### config.mk
export PLATFORM = sky130hd
export DESIGN_NAME = nru_replacer
export DESIGN_NICKNAME = d
export VERILOG_FILES = /design/src/rtl/nru_pkg.sv /design/src/rtl/nru_state_array.sv /design/src/rtl/nru_victim_scan.sv /design/src/rtl/nru_replacer.sv
export SDC_FILE = /design/constraint.sdc
export NUM_CORES = 1
export LEC_CHECK = 0
export BUFFER_PORTS_ARGS = -buffer_cell sky130_fd_sc_hd__buf_2
export CAP_MARGIN = 30
export CORE_MARGIN = 3
export CORE_UTILIZATION = 60
export DETAILED_ROUTE_END_ITERATION = 6
export PLACE_DENSITY = 0.77
export SLEW_MARGIN = 10
export SYNTH_ARGS = -nofsm -noshare
export SYNTH_HDL_FRONTEND = slang
export SYNTH_SLANG_ARGS = --single-unit
### constraint.sdc
create_clock -name clk -period 9.5 [get_ports clk]
set_input_delay 1.9 -clock clk [delete_from_list [all_inputs] [get_ports clk]]
set_output_delay 1.9 -clock clk [all_outputs]
set_load 0.02 [all_outputs]
### src/rtl/nru_pkg.sv
package nru_pkg;

    // Geometry of the replacement state
    localparam int NRU_WAYS = 8;
    localparam int NRU_SETS = 16;
    localparam int WAY_W    = (NRU_WAYS > 1) ? $clog2(NRU_WAYS) : 1;
    localparam int SET_W    = (NRU_SETS > 1) ? $clog2(NRU_SETS) : 1;

    typedef logic [NRU_WAYS-1:0] word_t;
    typedef logic [WAY_W-1:0]    way_t;
    typedef logic [SET_W-1:0]    set_t;

    // One access (hit or fill) to a way of a set
    typedef struct packed {
        logic vld;
        set_t set;
        way_t way;
    } touch_t;

    // Status word after an access to way k
    function automatic word_t apply_touch(word_t cur, way_t k);
        word_t sel;
        word_t cleared;
        sel     = word_t'(1) << k;
        cleared = cur & ~sel;
        if (cleared == '0) begin
            return ~sel;
        end
        return cleared;
    endfunction

    // Mask of all ways below way k
    function automatic word_t below_mask(way_t k);
        return (word_t'(1) << k) - word_t'(1);
    endfunction

endpackage

### src/rtl/nru_state_array.sv
module nru_state_array
    import nru_pkg::*;
(
    input  logic   clk,
    input  logic   rst,
    input  touch_t touch,
    input  set_t   rd_set,
    output word_t  rd_word
);

    word_t bits_q [NRU_SETS];

    always_ff @(posedge clk) begin
        if (rst) begin
            for (int s = 0; s < NRU_SETS; s++) begin
                bits_q[s] <= '1;
            end
        end else if (touch.vld) begin
            bits_q[touch.set] <= apply_touch(bits_q[touch.set], touch.way);
        end
    end

    assign rd_word = bits_q[rd_set];


    touched_clear_chk: assert property (@(posedge clk) disable iff (rst)
        touch.vld |=> !bits_q[$past(touch.set)][$past(touch.way)]);


    never_empty_chk: assert property (@(posedge clk) disable iff (rst)
        touch.vld |=> bits_q[$past(touch.set)] != '0);


    for (genvar s = 0; s < NRU_SETS; s++) begin : g_iso
        other_set_stable_chk: assert property (@(posedge clk) disable iff (rst)
            !(touch.vld && touch.set == set_t'(s)) |=> bits_q[s] == $past(bits_q[s]));
    end

endmodule

### src/rtl/nru_victim_scan.sv
module nru_victim_scan
    import nru_pkg::*;
(
    input  word_t word,
    output way_t  way,
    output logic  found
);

    logic [NRU_WAYS:0]   any_below;
    logic [NRU_WAYS-1:0] pick;

    assign any_below[0] = 1'b0;

    for (genvar i = 0; i < NRU_WAYS; i++) begin : g_chain
        assign any_below[i+1] = any_below[i] | word[i];
        assign pick[i]        = word[i] & ~any_below[i];
    end

    always_comb begin
        way = '0;
        for (int j = 0; j < NRU_WAYS; j++) begin
            if (pick[j]) begin
                way = way | way_t'(j);
            end
        end
    end

    assign found = any_below[NRU_WAYS];


    one_pick_chk: assert final ($onehot0(pick));

endmodule

### src/rtl/nru_replacer.sv
module nru_replacer
    import nru_pkg::*;
(
    input  logic                 clk,
    input  logic                 rst,
    input  logic                 touch_vld,
    input  logic [SET_W-1:0]     touch_set,
    input  logic [WAY_W-1:0]     touch_way,
    input  logic                 victim_req,
    input  logic [SET_W-1:0]     victim_set,
    output logic                 victim_vld,
    output logic [WAY_W-1:0]     victim_way
);

    touch_t touch;
    word_t  rd_word;
    way_t   scan_way;
    logic   scan_found;
    logic   vld_q;
    way_t   way_q;
    word_t  seen_word_q;

    assign touch = '{vld: touch_vld, set: touch_set, way: touch_way};

    nru_state_array u_array (
        .clk     (clk),
        .rst     (rst),
        .touch   (touch),
        .rd_set  (victim_set),
        .rd_word (rd_word)
    );

    nru_victim_scan u_scan (
        .word  (rd_word),
        .way   (scan_way),
        .found (scan_found)
    );

    always_ff @(posedge clk) begin
        if (rst) begin
            vld_q       <= 1'b0;
            way_q       <= '0;
            seen_word_q <= '1;
        end else begin
            vld_q <= victim_req;
            if (victim_req) begin
                way_q       <= scan_way;
                seen_word_q <= rd_word;
            end
        end
    end

    assign victim_vld = vld_q;
    assign victim_way = way_q;


    vld_follows_req_chk: assert property (@(posedge clk) disable iff (rst)
        victim_req |=> victim_vld);


    no_spurious_vld_chk: assert property (@(posedge clk) disable iff (rst)
        !victim_req |=> !victim_vld);


    victim_exists_chk: assert property (@(posedge clk) disable iff (rst)
        victim_req |-> scan_found);


    victim_eligible_chk: assert property (@(posedge clk) disable iff (rst)
        victim_vld |-> seen_word_q[victim_way]);


    victim_lowest_chk: assert property (@(posedge clk) disable iff (rst)
        victim_vld |-> (seen_word_q & below_mask(victim_way)) == '0);

endmodule

# Word level (Yosys, flattened, before mapping)

Memories as Yosys holds them, arrays and structs flattened.
Cells that the tools add are included.
Widths: inputs -> output; s select.

Shifts and indexed selects: 1
Multiplexer cells: 22
Bitwise operators: 22
Reductions and logical operators: 2

Operator list:

| kind                | count |
|---|---|
| $mux 8              | 5 |
| $mux 3              | 4 |
| $mux 1              | 10 |
| $and 8x8->8         | 1 |
| $logic_not 8->1     | 1 |
| $not 8->8           | 1 |
| $reduce_or 8->1     | 1 |
| $shl 1x3->8 const A | 1 |
| $and 1x1->1         | 7 |
| $not 1->1           | 7 |
| $or 1x1->1          | 6 |
| $mux 2              | 2 |
| $mux 4              | 1 |

Bits in registers: 4
RAM bits: 128
Output and inout bits: 4
Word-level logic and storage cells: 50
Memories kept: 1

Memory list:

| name           | depth | bits a word | read ports | clocked after memory_dff | wr ports | line                  | RTL |
|---|---|---|---|---|---|---|---|
| u_array.bits_q | 16    | 8           | 2          | 0                        | 16       | nru_state_array.sv:11 | `word_t bits_q [NRU_SETS];` |

# Longest topological paths before layout

Depth after elaboration: 11
Gate-level depth with buffers: 11
Gate-level depth less buffers: 6

# Hierarchy

From an unflattened synthesis, not the netlist that was laid out.

Cell total of the unflattened synthesis: 573
Area total of the unflattened synthesis: 7551.0 um^2

Modules (own cells, without submodules):

| module          | instances | cells each | area each (um^2) | seq. area each (um^2) |
|---|---|---|---|---|
| nru_state_array | 1         | 548        | 7340.8           | 3843.7 |
| nru_replacer    | 1         | 11         | 127.6            | 80.1 |
| nru_victim_scan | 1         | 14         | 82.6             | 0.0 |

# Worst setup path after synthesis

OpenSTA, ideal clock, no wires.

Path kind: in2reg
Start point: in touch_set[1]
End point: mem u_array.bits_q[10][4] (netlist name), data pin
Arrival: 4.291 ns
Required time: 9.342 ns
Setup slack: 5.051 ns
Cell stages on the path: 10
Cells stage by stage: clkbuf_1 buf_2 clkbuf_1 mux4_2 a22oi_1 nand2_1 o211ai_2 nand4_1 buf_2 o211ai_1

RTL lines:

| what               | line                  | RTL |
|---|---|---|
| start: declaration | nru_replacer.sv:7     | `input logic [SET_W-1:0] touch_set,` |
| end: declaration   | nru_state_array.sv:11 |  |

==> impl_metrics.ini <==
[drt]
drt_iter0_drc = 791
drtPass1Iterations = 6
wire_per_inst_um = 29.70
vias = 5362
wl_um = 21120
ant_nets = 0
drc = 0
vias_per_cell = 7.541

[sta]
min_period_over_period_pct = 55.02
fmax_mhz = 191.3
tns_ns = 0
finalCriticalPeriod_ns = 5.226
hold_violations = 0
slew_headroom_pct = 41.17
rsz0062_at_grt = false
setup_viol = 0
worst_slew_pin_slew_ns = 0.8825
final_max_slew_viol_count = 0
layout_setup_ws_ns = 4.274
skew_ns = 0.009540

[global_route]
grt_util_all_layers_pct = 31.26
gr-total-overflow = 0
grt_pass1_wl_um = 31860
antenna_found_initial = 0
grt_pass1_vias = 5358
grt_max_degree = 73

[synth]
yosysWarnings = 0
synth-async-reset-ratio_pct = 0
synthCells = 531
syn_area_um2 = 7508
ys_types = 37
avgSynthCellArea_um2 = 14.14
synth_most_common_cell = edfxtp_1
synth-edff-count = 128
synth_seq_cells = 132
synthFlopType = edfxtp_1
yosys.area.top_type = edfxtp_1
yosysTopAreaCellShare_pct = 51.19
synthTopCellsByArea = edfxtp_1 51%, mux4_2 20%, o211ai_1 9.9%
synth_common_cells = 128 x edfxtp_1, 99 x o211ai_1, 68 x mux4_2, 40 x nand3_1, 32 x clkbuf_1
yosysSeqAreaShare_pct = 52.26
synth_nets = 546

[worst_setup_path]
start_kind = input pin
cp-end-kind = register
cp_data_required_time_ns = 9.72
cp_data_arrival_time_ns = 5.45
path_max_fanout = 32
crit_type = input pin to register

[power]
cell_internal_pwr_mw = 1.155
comb_power_share_pct = 6.8
seq_power_share_pct = 43.2
switchingPower_uw = 326.3
clock_power_share_pct = 50.0
p_leak_nw = 2.114
peakVddDrop_uv = 118.2
p_per_area_nw_per_um2 = 177.0
swShare_pct = 22.02

[clock_tree]
cts_sinks = 132
cts_setup_buffers = 0
clk_pin_slew_ns = 0.06
cts_buffer_depth = 2
insertion_delay_ns = 0.43
htreeDepth = 4
cts_tree = built
cts_hold_buf = 0
cts_resized = 0
cts_buffers = 17
cts_root_buffer = clkbuf_16

[cells_and_area]
drive_gt1_share_pct = 30.20
num-nets-final = 545
syn_to_final_growth_pct = 11.46
nFillCells = 817
antennaDiodeCount = 0

[placement]
place_congestion = 0.9073
dp_slack_ns = 3.927
place_hpwl_um = 13190
port_buffers = 18

[floorplan]
die_h_um = 117.9
coreArea_um2 = 12110
dieArea_um2 = 13890
rows = 40
die_w_um = 117.9
start_util_pct = 61.99
io_pins = 19

[min_path]
hold_path_class = register to register

[flow_run]
drv_cap = 0

[status]
status = finished clean
[flip-flops by register name (all words and copies together) (netlist names)]
signal	flops
u_array.bits_q	128
victim_way	3
victim_vld	1
[area by class of cell]
class	count	area [um2]	area share [%]
clock buffers	17	425.4	5.083
flip-flops and latches	132	3924	46.88
inverters	3	11.26	0.1345
well taps	168	210.2	2.512
multi-input cells	339	3329	39.78
clock inverters	15	236.5	2.826
repair buffers	37	232.7	2.781
[worst max-delay path: stages]
cell and delay, ns:
buf_2 0.07, buf_4 0.49, mux4_2 0.59, mux4_2 0.46, and2_1 0.20, inv_1 0.46, nand4_1 0.74, o211ai_1 0.51
[logic make-up (layout without fill, tap and decap cells)]
| kind of cell | after synthesis | count (layout) | synth area share [%] |
|---|---|---|---|
| buffers and inverters | 60 | 72 | 3.500 |
| AO/OA/AOI/OAI | 125 | 125 | 12.45 |
| AND/OR/NAND/NOR | 128 | 128 | 8.915 |
| multiplexers | 86 | 86 | 22.88 |
| flip-flops | 132 | 132 | 52.26 |
[routing by layer]
layer | track usage [%] | part of all wire, % | wire length [um] | up-vias
met4 | 14.65 | 3.6 | 757 | 0
met3 | 7.496 | 12 | 2637 | 79
met2 | 49.84 | 49 | 10380 | 391
met1 | 41.07 | 35 | 7348 | 2656
li1 | - | - | - | 2236
met5 | 0 | 0 | 0 | -
[power groups by stage]
| stage | Clock [mW] | Sequential [mW] | Combinational [mW] |
|---|---|---|---|
| 2_1_floorplan | 0 | 0.652 | 0.0679 |
| 3_3_place_gp | 0 | 0.652 | 0.0964 |
| 3_5_place_dp | 0 | 0.652 | 0.0981 |
| 4_1_cts | 0.738 | 0.640 | 0.0982 |
| 5_1_grt | 0.766 | 0.640 | 0.105 |
| 6_report | 0.741 | 0.640 | 0.100 |
[stage by stage]
stage	total power, mW	utilization, %	area [um2]	hold WS [ns]	instances
after floorplan	0.7202	-	7508	0.5425	531
after global placement	0.7484	63.51	7692	0.4561	677
after detailed placement	0.7503	63.64	7707	0.4609	679
after CTS	1.476	69.10	8369	0.4711	711
after global routing	1.511	69.10	8369	0.5023	711
final	1.482	69.10	8369	0.4683	711
[cell usage in the layout, fill, tap and decap left out, drive strengths merged, types with 3 or more instances in the layout]
cell,count
or3,4
mux2,5
nand2b,6
nand2,18
nor3,5
dfxtp,4
nand3,40
a21oi,6
bufinv,6
buf,37
nand4,5
mux4,68
a211oi,4
or3b,3
or2,18
o211ai,100
a22oi,9
clkbuf,17
nor2,18
edfxtp,128
nor2b,4
inv,3
clkinv,8
mux2i,13
[worst paths after layout]
kind | startpoint | end | slack (ns) | depth (start not counted)
worst min-delay path | victim_way[1]$_SDFFE_PP0P_ | victim_way[1]$_SDFFE_PP0P_ | 0.47 | 2
worst max-delay path | touch_set[0] | u_array.bits_q[0][0]$_SDFFCE_PN1P_ | 4.27 | 8
worst min register to register | victim_way[1]$_SDFFE_PP0P_ | victim_way[1]$_SDFFE_PP0P_ | 0.47 | 2
worst max register to register | u_array.bits_q[3][3]$_SDFFCE_PN1P_ | u_array.bits_q[0][0]$_SDFFCE_PN1P_ | 6.03 | 6
Note: power is estimated with default switching activity, not from simulation.
